### src/rtl/wis_pkg.sv
package wis_pkg;
    // Adds an offset to a warp index and wraps once at n.
    function automatic int wrap_add(int base, int off, int n);
        int s;
        s = base + off;
        return (s >= n) ? s - n : s;
    endfunction
endpackage

### src/rtl/wis_rr_pick.sv
module wis_rr_pick #(
    parameter int NUM_WARPS = 24,
    parameter int WID_W     = 5
) (
    input  logic [NUM_WARPS-1:0] ready_vec,
    input  logic [WID_W-1:0]     last_wid,
    output logic                 found,
    output logic [WID_W-1:0]     pick
);
    always_comb begin
        found = 1'b0;
        pick  = '0;
        for (int k = 1; k <= NUM_WARPS; k++) begin
            int idx;
            idx = wis_pkg::wrap_add(int'(last_wid), k, NUM_WARPS);
            if (!found && ready_vec[idx]) begin
                found = 1'b1;
                pick  = WID_W'(idx);
            end
        end
    end
endmodule

### src/rtl/wis_ctx_table.sv
module wis_ctx_table #(
    parameter int NUM_WARPS = 24,
    parameter int WARP_SIZE = 32,
    parameter int PC_W      = 16,
    parameter int WID_W     = 5
) (
    input  logic                 clk,
    input  logic                 rst_n,
    input  logic                 launch_en,
    input  logic [WID_W-1:0]     launch_wid,
    input  logic [PC_W-1:0]      launch_pc,
    input  logic [WARP_SIZE-1:0] launch_mask,
    input  logic                 stall_en,
    input  logic [WID_W-1:0]     stall_wid,
    input  logic                 wake_en,
    input  logic [WID_W-1:0]     wake_wid,
    input  logic                 adv_en,
    input  logic [WID_W-1:0]     adv_wid,
    input  logic [WID_W-1:0]     rd_wid,
    output logic [NUM_WARPS-1:0] ready_vec,
    output logic [PC_W-1:0]      rd_pc,
    output logic [WARP_SIZE-1:0] rd_mask
);
    typedef struct packed {
        logic [NUM_WARPS-1:0][PC_W-1:0]      pc;
        logic [NUM_WARPS-1:0][WARP_SIZE-1:0] mask;
        logic [NUM_WARPS-1:0]                resident;
        logic [NUM_WARPS-1:0]                waiting;
    } tbl_t;

    tbl_t tbl_d, tbl_q;

    always_comb begin
        tbl_d = tbl_q;
        if (adv_en)
            tbl_d.pc[adv_wid] = tbl_q.pc[adv_wid] + PC_W'(1);
        if (wake_en)
            tbl_d.waiting[wake_wid] = 1'b0;
        if (stall_en)
            tbl_d.waiting[stall_wid] = 1'b1;
        if (launch_en) begin
            tbl_d.pc[launch_wid]       = launch_pc;
            tbl_d.mask[launch_wid]     = launch_mask;
            tbl_d.resident[launch_wid] = 1'b1;
            tbl_d.waiting[launch_wid]  = 1'b0;
        end
    end

    always_ff @(posedge clk) begin
        if (!rst_n) tbl_q <= '0;
        else        tbl_q <= tbl_d;
    end

    assign ready_vec = tbl_q.resident & ~tbl_q.waiting;
    assign rd_pc     = tbl_q.pc[rd_wid];
    assign rd_mask   = tbl_q.mask[rd_wid];

    // a stall without a same-warp launch leaves the warp not ready
    a_r7_stall_blocks: assert property (@(posedge clk) disable iff (!rst_n)
        (stall_en && !(launch_en && launch_wid == stall_wid))
        |=> !ready_vec[$past(stall_wid)]);

    // a launch makes the warp ready with the loaded PC
    a_r9_launch_loads: assert property (@(posedge clk) disable iff (!rst_n)
        launch_en |=> (ready_vec[$past(launch_wid)] && tbl_q.pc[$past(launch_wid)] == $past(launch_pc)));
endmodule

### src/rtl/wis_lane_drive.sv
module wis_lane_drive #(
    parameter int WARP_SIZE = 32,
    parameter int NUM_LANES = 8,
    parameter int SL_W      = 2,
    parameter int TID_W     = 5
) (
    input  logic                       slot_valid,
    input  logic [SL_W-1:0]            slice,
    input  logic [WARP_SIZE-1:0]       mask,
    output logic [NUM_LANES-1:0]       lane_valid,
    output logic [NUM_LANES*TID_W-1:0] lane_tid
);
    for (genvar l = 0; l < NUM_LANES; l++) begin : g_lane
        logic [TID_W-1:0] tid;
        assign tid = TID_W'(int'(slice) * NUM_LANES + l);
        assign lane_tid[l*TID_W +: TID_W] = tid;
        assign lane_valid[l] = slot_valid & mask[tid];
    end
endmodule

### src/rtl/warp_issue_seq.sv
module warp_issue_seq #(
    parameter int NUM_WARPS = 24,
    parameter int WARP_SIZE = 32,
    parameter int NUM_LANES = 8,
    parameter int PC_W      = 16
) (
    input  logic                              clk,
    input  logic                              rst_n,
    input  logic                              launch_en,
    input  logic [$clog2(NUM_WARPS)-1:0]      launch_wid,
    input  logic [PC_W-1:0]                   launch_pc,
    input  logic [WARP_SIZE-1:0]              launch_mask,
    input  logic                              stall_en,
    input  logic [$clog2(NUM_WARPS)-1:0]      stall_wid,
    input  logic                              wake_en,
    input  logic [$clog2(NUM_WARPS)-1:0]      wake_wid,
    output logic                              slot_valid,
    output logic [$clog2(NUM_WARPS)-1:0]      issue_wid,
    output logic [PC_W-1:0]                   issue_pc,
    output logic [$clog2(WARP_SIZE/NUM_LANES)-1:0] issue_slice,
    output logic [NUM_LANES-1:0]              lane_valid,
    output logic [NUM_LANES*$clog2(WARP_SIZE)-1:0] lane_tid
);
    localparam int WID_W  = $clog2(NUM_WARPS);
    localparam int SLICES = WARP_SIZE / NUM_LANES;
    localparam int SL_W   = $clog2(SLICES);
    localparam int TID_W  = $clog2(WARP_SIZE);

    typedef struct packed {
        logic             slot_valid;
        logic [WID_W-1:0] cur;
        logic [WID_W-1:0] last;
        logic [SL_W-1:0]  slice;
    } seq_t;

    seq_t seq_d, seq_q;

    logic                 boundary;
    logic [NUM_WARPS-1:0] ready_vec;
    logic                 found;
    logic [WID_W-1:0]     pick;
    logic [PC_W-1:0]      cur_pc;
    logic [WARP_SIZE-1:0] cur_mask;

    assign boundary = (seq_q.slice == SL_W'(SLICES - 1));

    wis_ctx_table #(
        .NUM_WARPS(NUM_WARPS), .WARP_SIZE(WARP_SIZE), .PC_W(PC_W), .WID_W(WID_W)
    ) u_table (
        .clk(clk), .rst_n(rst_n),
        .launch_en(launch_en), .launch_wid(launch_wid),
        .launch_pc(launch_pc), .launch_mask(launch_mask),
        .stall_en(stall_en), .stall_wid(stall_wid),
        .wake_en(wake_en), .wake_wid(wake_wid),
        .adv_en(boundary && seq_q.slot_valid), .adv_wid(seq_q.cur),
        .rd_wid(seq_q.cur),
        .ready_vec(ready_vec), .rd_pc(cur_pc), .rd_mask(cur_mask)
    );

    wis_rr_pick #(.NUM_WARPS(NUM_WARPS), .WID_W(WID_W)) u_pick (
        .ready_vec(ready_vec), .last_wid(seq_q.last),
        .found(found), .pick(pick)
    );

    wis_lane_drive #(
        .WARP_SIZE(WARP_SIZE), .NUM_LANES(NUM_LANES), .SL_W(SL_W), .TID_W(TID_W)
    ) u_lanes (
        .slot_valid(seq_q.slot_valid), .slice(seq_q.slice), .mask(cur_mask),
        .lane_valid(lane_valid), .lane_tid(lane_tid)
    );

    always_comb begin
        seq_d = seq_q;
        if (boundary) begin
            seq_d.slice      = '0;
            seq_d.slot_valid = found;
            if (found) begin
                seq_d.cur  = pick;
                seq_d.last = pick;
            end
        end else begin
            seq_d.slice = seq_q.slice + SL_W'(1);
        end
    end

    always_ff @(posedge clk) begin
        if (!rst_n) begin
            seq_q.slot_valid <= 1'b0;
            seq_q.cur        <= '0;
            seq_q.last       <= WID_W'(NUM_WARPS - 1);
            seq_q.slice      <= '0;
        end else begin
            seq_q <= seq_d;
        end
    end

    assign slot_valid  = seq_q.slot_valid;
    assign issue_wid   = seq_q.cur;
    assign issue_pc    = cur_pc;
    assign issue_slice = seq_q.slice;

    // slices advance by one and wrap after the last
    a_r2_slice_step: assert property (@(posedge clk) disable iff (!rst_n)
        !boundary |=> issue_slice == $past(issue_slice) + SL_W'(1));
    a_r2_slice_wrap: assert property (@(posedge clk) disable iff (!rst_n)
        boundary |=> issue_slice == '0);
    // warp choice holds inside a slot
    a_r2_wid_stable: assert property (@(posedge clk) disable iff (!rst_n)
        !boundary |=> ($stable(issue_wid) && $stable(slot_valid)));
    // only a ready warp is ever picked
    a_r7_pick_ready: assert property (@(posedge clk) disable iff (!rst_n)
        (boundary && found) |-> ready_vec[pick]);
    // no ready warp gives an empty slot
    a_r8_idle_slot: assert property (@(posedge clk) disable iff (!rst_n)
        (boundary && ready_vec == '0) |=> (!slot_valid && lane_valid == '0));
    // lanes stay quiet outside a valid slot
    a_r4_quiet_lanes: assert property (@(posedge clk) disable iff (!rst_n)
        !slot_valid |-> lane_valid == '0);
    // PC advances by one across a completed slot of the same warp
    a_r6_pc_step: assert property (@(posedge clk) disable iff (!rst_n)
        (boundary && slot_valid && found && pick == issue_wid && !launch_en)
        |=> issue_pc == $past(issue_pc) + PC_W'(1));
endmodule

### config.mk
export PLATFORM = sky130hd
export DESIGN_NAME = warp_issue_seq
export DESIGN_NICKNAME = d
export VERILOG_FILES = /design/src/rtl/wis_pkg.sv /design/src/rtl/wis_rr_pick.sv /design/src/rtl/wis_ctx_table.sv /design/src/rtl/wis_lane_drive.sv /design/src/rtl/warp_issue_seq.sv
export SDC_FILE = /design/constraint.sdc
export NUM_CORES = 2
export LEC_CHECK = 0
export ABC_AREA = 0
export BUFFER_PORTS_ARGS = -buffer_cell sky130_fd_sc_hd__buf_2
export CAP_MARGIN = 5
export CORE_ASPECT_RATIO = 1.1
export CORE_MARGIN = 5
export CORE_UTILIZATION = 23
export CTS_CLUSTER_DIAMETER = 50
export CTS_CLUSTER_SIZE = 25
export DETAILED_ROUTE_END_ITERATION = 8
export SYNTH_ARGS = -nofsm -noshare
export SYNTH_HDL_FRONTEND = slang
export SYNTH_SLANG_ARGS = --single-unit
### constraint.sdc
create_clock -name clk -period 8.94 [get_ports clk]
set_input_delay 0.894 -clock clk [delete_from_list [all_inputs] [get_ports clk]]
set_output_delay 0.894 -clock clk [all_outputs]
set_load 0.02 [all_outputs]
Word level (Yosys, flattened, before mapping). Index checks and enable logic that the tools add are counted.

Bits in registers: 1213. Bits of input ports: 68.

Add/subtract/negate cells: 57. Magnitude comparators: 64. Equal/unequal tests: 1. Mux-type cells: 183. Bitwise gates (word level): 17. Reductions and logical operators: 53.

Operator list (number): 2-to-1 mux 1200 bit (1); 2-to-1 mux 32 bit (26); bitwise mux 384 bit (2); bitwise mux 768 bit (1); >= comparator 32 x 6 -> 1 bit (second input constant) (24); less-than comparator 32 x 7 -> 1 bit (second input constant) (24); subtractor 32 x 6 -> 32 bit (second input constant) (24); 2-to-1 mux 384 bit (1); binary-select mux 32 bit (select 5 bit) (1); demux 16 bit (select 5 bit) (2); demux 32 bit (select 5 bit) (1); binary-select mux 1 bit (select 5 bit) (31); 2-to-1 mux 5 bit (24); 2-to-1 mux 1 bit (83); binary-select mux 16 bit (select 5 bit) (1); AND 24 bit (3); less-than comparator 5 x 6 -> 1 bit (second input constant) (12); NOT 24 bit (3); adder 5 x 5 -> 6 bit (second input constant) (9); adder 5 x 4 -> 6 bit (second input constant) (8); 2-to-1 mux 16 bit (3); 2-to-1 mux 24 bit (2); bitwise OR 24 bit (2); logical AND 1 bit (28); 17 further kinds (59).

Depth between registers and ports, before layout.
Word-level depth: 77. Mapped depth: 23.

Hierarchy. Synthesis repeated with hierarchy kept, for this count alone.

Cells, all modules: 8018. Area, all modules: 66643.9 um^2.

By module, submodules not included: wis_ctx_table (instances 1, cells an instance 7114, area each 59897.4 um^2); wis_rr_pick (instances 1, cells an instance 775, area each 5647.9 um^2); wis_lane_drive (instances 1, cells an instance 71, area each 563.0 um^2); warp_issue_seq (instances 1, cells an instance 58, area each 535.5 um^2).

Least setup slack after synthesis. Ideal clock, no wire load.

Path type: flip-flop to flip-flop. From: register, netlist name issue_wid[3]. To: register seq_q[6] in the netlist's numbering. Library setup time: 0.069 ns. Arrival: 5.212 ns. Required time: 8.871 ns. Setup slack: 3.660 ns. Cell stages (with the launch flop): 21. Path buffers: 4. Cells stage by stage: dfxtp_1 > buf_2 > inv_1 > buf_1 > clkbuf_1 > ha_1 > nand2b_1 > a21oi_1 > nor2_1 > ha_1 > or3b_2 > and3_1 > a221oi_1 > nand2_1 > or4b_1 > buf_2 > or2_4 > o32a_1 > a221oi_2 > a21oi_1 > o21ai_1.

RTL lines: end signal, assigned (line warp_issue_seq.sv:93) `seq_q <= seq_d;`; end, declared (line warp_issue_seq.sv:36) `seq_t seq_d, seq_q;`.

Worst setup path after layout.
From: register seq_q[2] in the netlist's numbering. To: register seq_q, in the netlist issue_wid[2].

Cells in the longest elaborated chain, start to end: 77. Elaborated cells between the ends (all ways): 263. Classes of those cells: add/sub: 48; order compare: 24; mux: 144; reduce/logical: 47.

RTL lines: adder 5 x 1 -> 6 bit (line wis_pkg.sv:5) `s = base + off;`; subtractor 32 x 6 -> 32 bit / >= comparator 32 x 6 -> 1 bit (equally long branches) (line wis_pkg.sv:6) `return (s >= n) ? s - n : s;`; 2-to-1 mux 32 bit (line wis_pkg.sv:6); binary-select mux 1 bit (select 5 bit) (line wis_rr_pick.sv:16) `if (!found && ready_vec[idx]) begin`; 2-to-1 mux 1 bit (implied by the code) (2 in a row) (line wis_rr_pick.sv:16); 2-to-1 mux 1 bit (line wis_rr_pick.sv:16); zero test 1 bit (line wis_rr_pick.sv:16); logical AND 1 bit (line wis_rr_pick.sv:16); [60 not listed]; 2-to-1 mux 1 bit (line wis_rr_pick.sv:16); zero test 1 bit (line wis_rr_pick.sv:16); logical AND 1 bit (line wis_rr_pick.sv:16); 2-to-1 mux 1 bit (line wis_rr_pick.sv:16); zero test 1 bit (line wis_rr_pick.sv:16); logical AND 1 bit (line wis_rr_pick.sv:16); 2-to-1 mux 1 bit (line wis_rr_pick.sv:16); AND reduction 2 bit (no line).

Several ways; a longest one is shown, not always the timed one. The select of a mux whose other input is x is not followed. A chain may end at the register's enable or synchronous reset.

==> impl_metrics.json <==
{
  "routed_wl_um": 237000,
  "hpwl_um": 136000,
  "final_common_cell": "nand2_1",
  "ys_async_sr_fraction": 0,
  "start_util": 0.231,
  "ios": 140,
  "min_path_cells": 2,
  "ys_types": 96,
  "place_congestion": 0.959,
  "setup.worst_path.end_class": "register",
  "cts_hold_buf": 0,
  "fin_tns_setup_ps": 0,
  "fmax_mhz": 155,
  "grt_max_degree": 191,
  "cts_resized": 0,
  "finalCritPeriodShare": 0.720,
  "rsz0062_at_grt": "false",
  "drc": 0,
  "antenna_found_initial": 48,
  "htreeDepth": 3,
  "nets": 7135,
  "track_usage": 0.163,
  "timing.rr.end": "issue_wid[2]",
  "synth_top_cells_by_area": "dfxtp_1 40%, nand2_1 13%, mux4_2 11%, a21oi_1 7.0%, o211ai_1 4.6%",
  "synth-compound-area-share": 0.210,
  "avgSynthCellArea_um2": 8.22,
  "setup.worst_path.end": "issue_wid[2]",
  "via_per_inst": 5.21,
  "syn-instance-count": 7452,
  "design_area_um2": 68500,
  "synth_seq_cells": 1212,
  "yosysTopAreaCellShare": 0.396,
  "cts_sinks": 1212,
  "die_h_um": 551,
  "grt_overflow_total": 0,
  "clock_path_buffers": 3,
  "rrSetupSlack_ps": 2500,
  "first_pass_iters": 6,
  "cp_max_fo": 41,
  "start_kind": "register",
  "fp.dieW_um": 502,
  "slew_headroom": 0.136,
  "cts_root_buffer": "clkbuf_16",
  "worstPathArrival_ps": 7090,
  "io_buffers": 115,
  "critPathKind": "register to register",
  "finalHoldViolCount": 0,
  "startpoint": "seq_q[2]",
  "synth_top_family_by_area": "compound AO/OA/AOI/OAI gates",
  "ys.flop_type": "dfxtp_1",
  "status": "finished, final reports clean",
  "clock_skew_ps": 64.6,
  "cts_setup_buffers": 0,
  "coreArea_um2": 265000,
  "multi_input_comb_area_um2": 34100,
  "place_inst": 10400,
  "cts_made_buffers": 104,
  "hold_ws_ps": 452,
  "p_leak_nw": 23.3,
  "max_cap_violations": 0,
  "worst_pin_slew_ps": 1290,
  "worstPathRequired_ps": 9590,
  "layout_common_cells": "2052 x nand2_1, 1204 x dfxtp_1, 860 x a21oi_1, 391 x nor2_1, 374 x o211ai_1",
  "worst_ir_drop_vdd_mv": 0.272,
  "grt_pass1_wl_um": 345000,
  "timing.final.crit_period_ps": 6440,
  "clk_latency_ps": 790,
  "grt_pass1_vias": 51000,
  "cts.clk_slew.worst_paths_ps": 80,
  "hp-class": "input pin to register",
  "placed_area_um2": 64600,
  "ff_latch_area_um2": 24300,
  "r2r_start": "seq_q[2]",
  "synthMuxAreaShare": 0.129,
  "synth_top_area_cell": "dfxtp_1",
  "syn_area_um2": 61200,
  "wire_per_inst_um": 22.2,
  "instances_no_fill": 10600,
  "drtIter0Drc": 6270,
  "synth-xor-area-share": 0.00484,
  "num_rows": 198,
  "vias": 55400,
  "syn_to_final_growth_pct": 11.8,
  "ys_seq_area_frac": 0.396,
  "cts_tree": "built",
  "yosys.area_share.simple": 0.195,
  "p_per_area_nw_per_um2": 249,
  "drive_gt1_frac": 0.127,
  "rr_worst_depth": 15,
  "synth_fa_ha_area_frac": 0.00838,
  "synth-edff-count": 0,
  "die_area_um2": 277000,
  "drv_slew": 0,
  "postRouteAntennaNets": 0,
  "setup_violations": 0,
  "fill_cells": 28400,
  "ys_warn_count": 0
}
-- Yosys cell counts (all sizes together), types with 21 or more instances --
master  instances
o221ai         27
o211ai        374
dfxtp        1212
nor3b          23
clkbuf        662
a211oi         21
ha             41
mux2i          71
xnor2          24
nand2        2076
a311oi         31
mux4          308
o21ai         310
or3            23
nand3b         34
inv            40
a31oi          26
a22oi          64
nand3          87
a21oi         862
buf           142
nor3           33
nor2b          34
nor2          419
o211a         148
and3           39
-- area by class of cell --
| class | instances | area share |
|---|---|---|
| Inverter | 41 | 0.00243 |
| Multi-Input combinational cell | 5417 | 0.498 |
| Clock buffer | 110 | 0.0389 |
| Timing Repair Buffer | 250 | 0.0247 |
| Sequential cell | 1212 | 0.355 |
| Antenna cell | 24 | 0.000877 |
| Clock inverter | 88 | 0.0165 |
| Tap cell | 3500 | 0.0640 |
-- worst min path at each step --
stage,from,slack [ps],to
finish,rst_n,450,u_table.tbl_q[3]
detailed placement,register,440,register
CTS,rst_n,400,u_table.tbl_q[11]
global route,rst_n,410,u_table.tbl_q[18]
floorplan,register,430,register
global placement,register,440,register
-- per-layer routing --
metal | GRT usage | vias up | part of all wire
li1 | - | 25300 | -
met1 | 0.209 | 26900 | 0.40
met2 | 0.267 | 2617 | 0.46
met3 | 0.0320 | 623 | 0.083
met4 | 0.0716 | 14 | 0.051
met5 | 0 | - | 0.00040
-- report_power, final --
group / switching, W / leakage [nW] / internal, W
logic: 0.00425 / 11.7 / 0.00212
registers: 0.000167 / 9.78 / 0.00547
clock network: 0.00250 / 1.84 / 0.00257
total: 0.00691 / 23.3 / 0.0102
-- worst max-delay path, stage by stage, from the launching register on --
cell and delay [ps]:
dfxtp_2 890, inv_4 160, ha_1 930, inv_1 520, a2111oi_0 430, nor4b_1 110, buf_4 170, or3_1 400
a311oi_1 360, nand2_1 350, or4b_1 710, o31ai_2 710, a32o_1 280, or2_2 130, o31ai_1 50, nor3_1 130
-- stage by stage --
step / total power, W / setup WS, ps / util
5_1_grt: 0.0177 / 2010 / 0.258
6_report: 0.0171 / 2500 / 0.259
3_3_place_gp: 0.0121 / 2600 / 0.244
4_1_cts: 0.0170 / 2570 / 0.258
3_5_place_dp: 0.0120 / 2620 / 0.244
2_1_floorplan: 0.0101 / 3660 / -
-- kinds of logic (layout without fill, tap and decap cells) --
kind of cell	count (synthesis)	after routing
DFF	1212	1212
buffers and inverters	845	489
muxes	399	399
xor gates and xnor gates	33	33
and+or+nand+nor	2898	2898
adders and majority gates	41	41
other	2	48
AOI/OAI and AO/OA	2022	2022
Power figures use the tool's default switching activity.
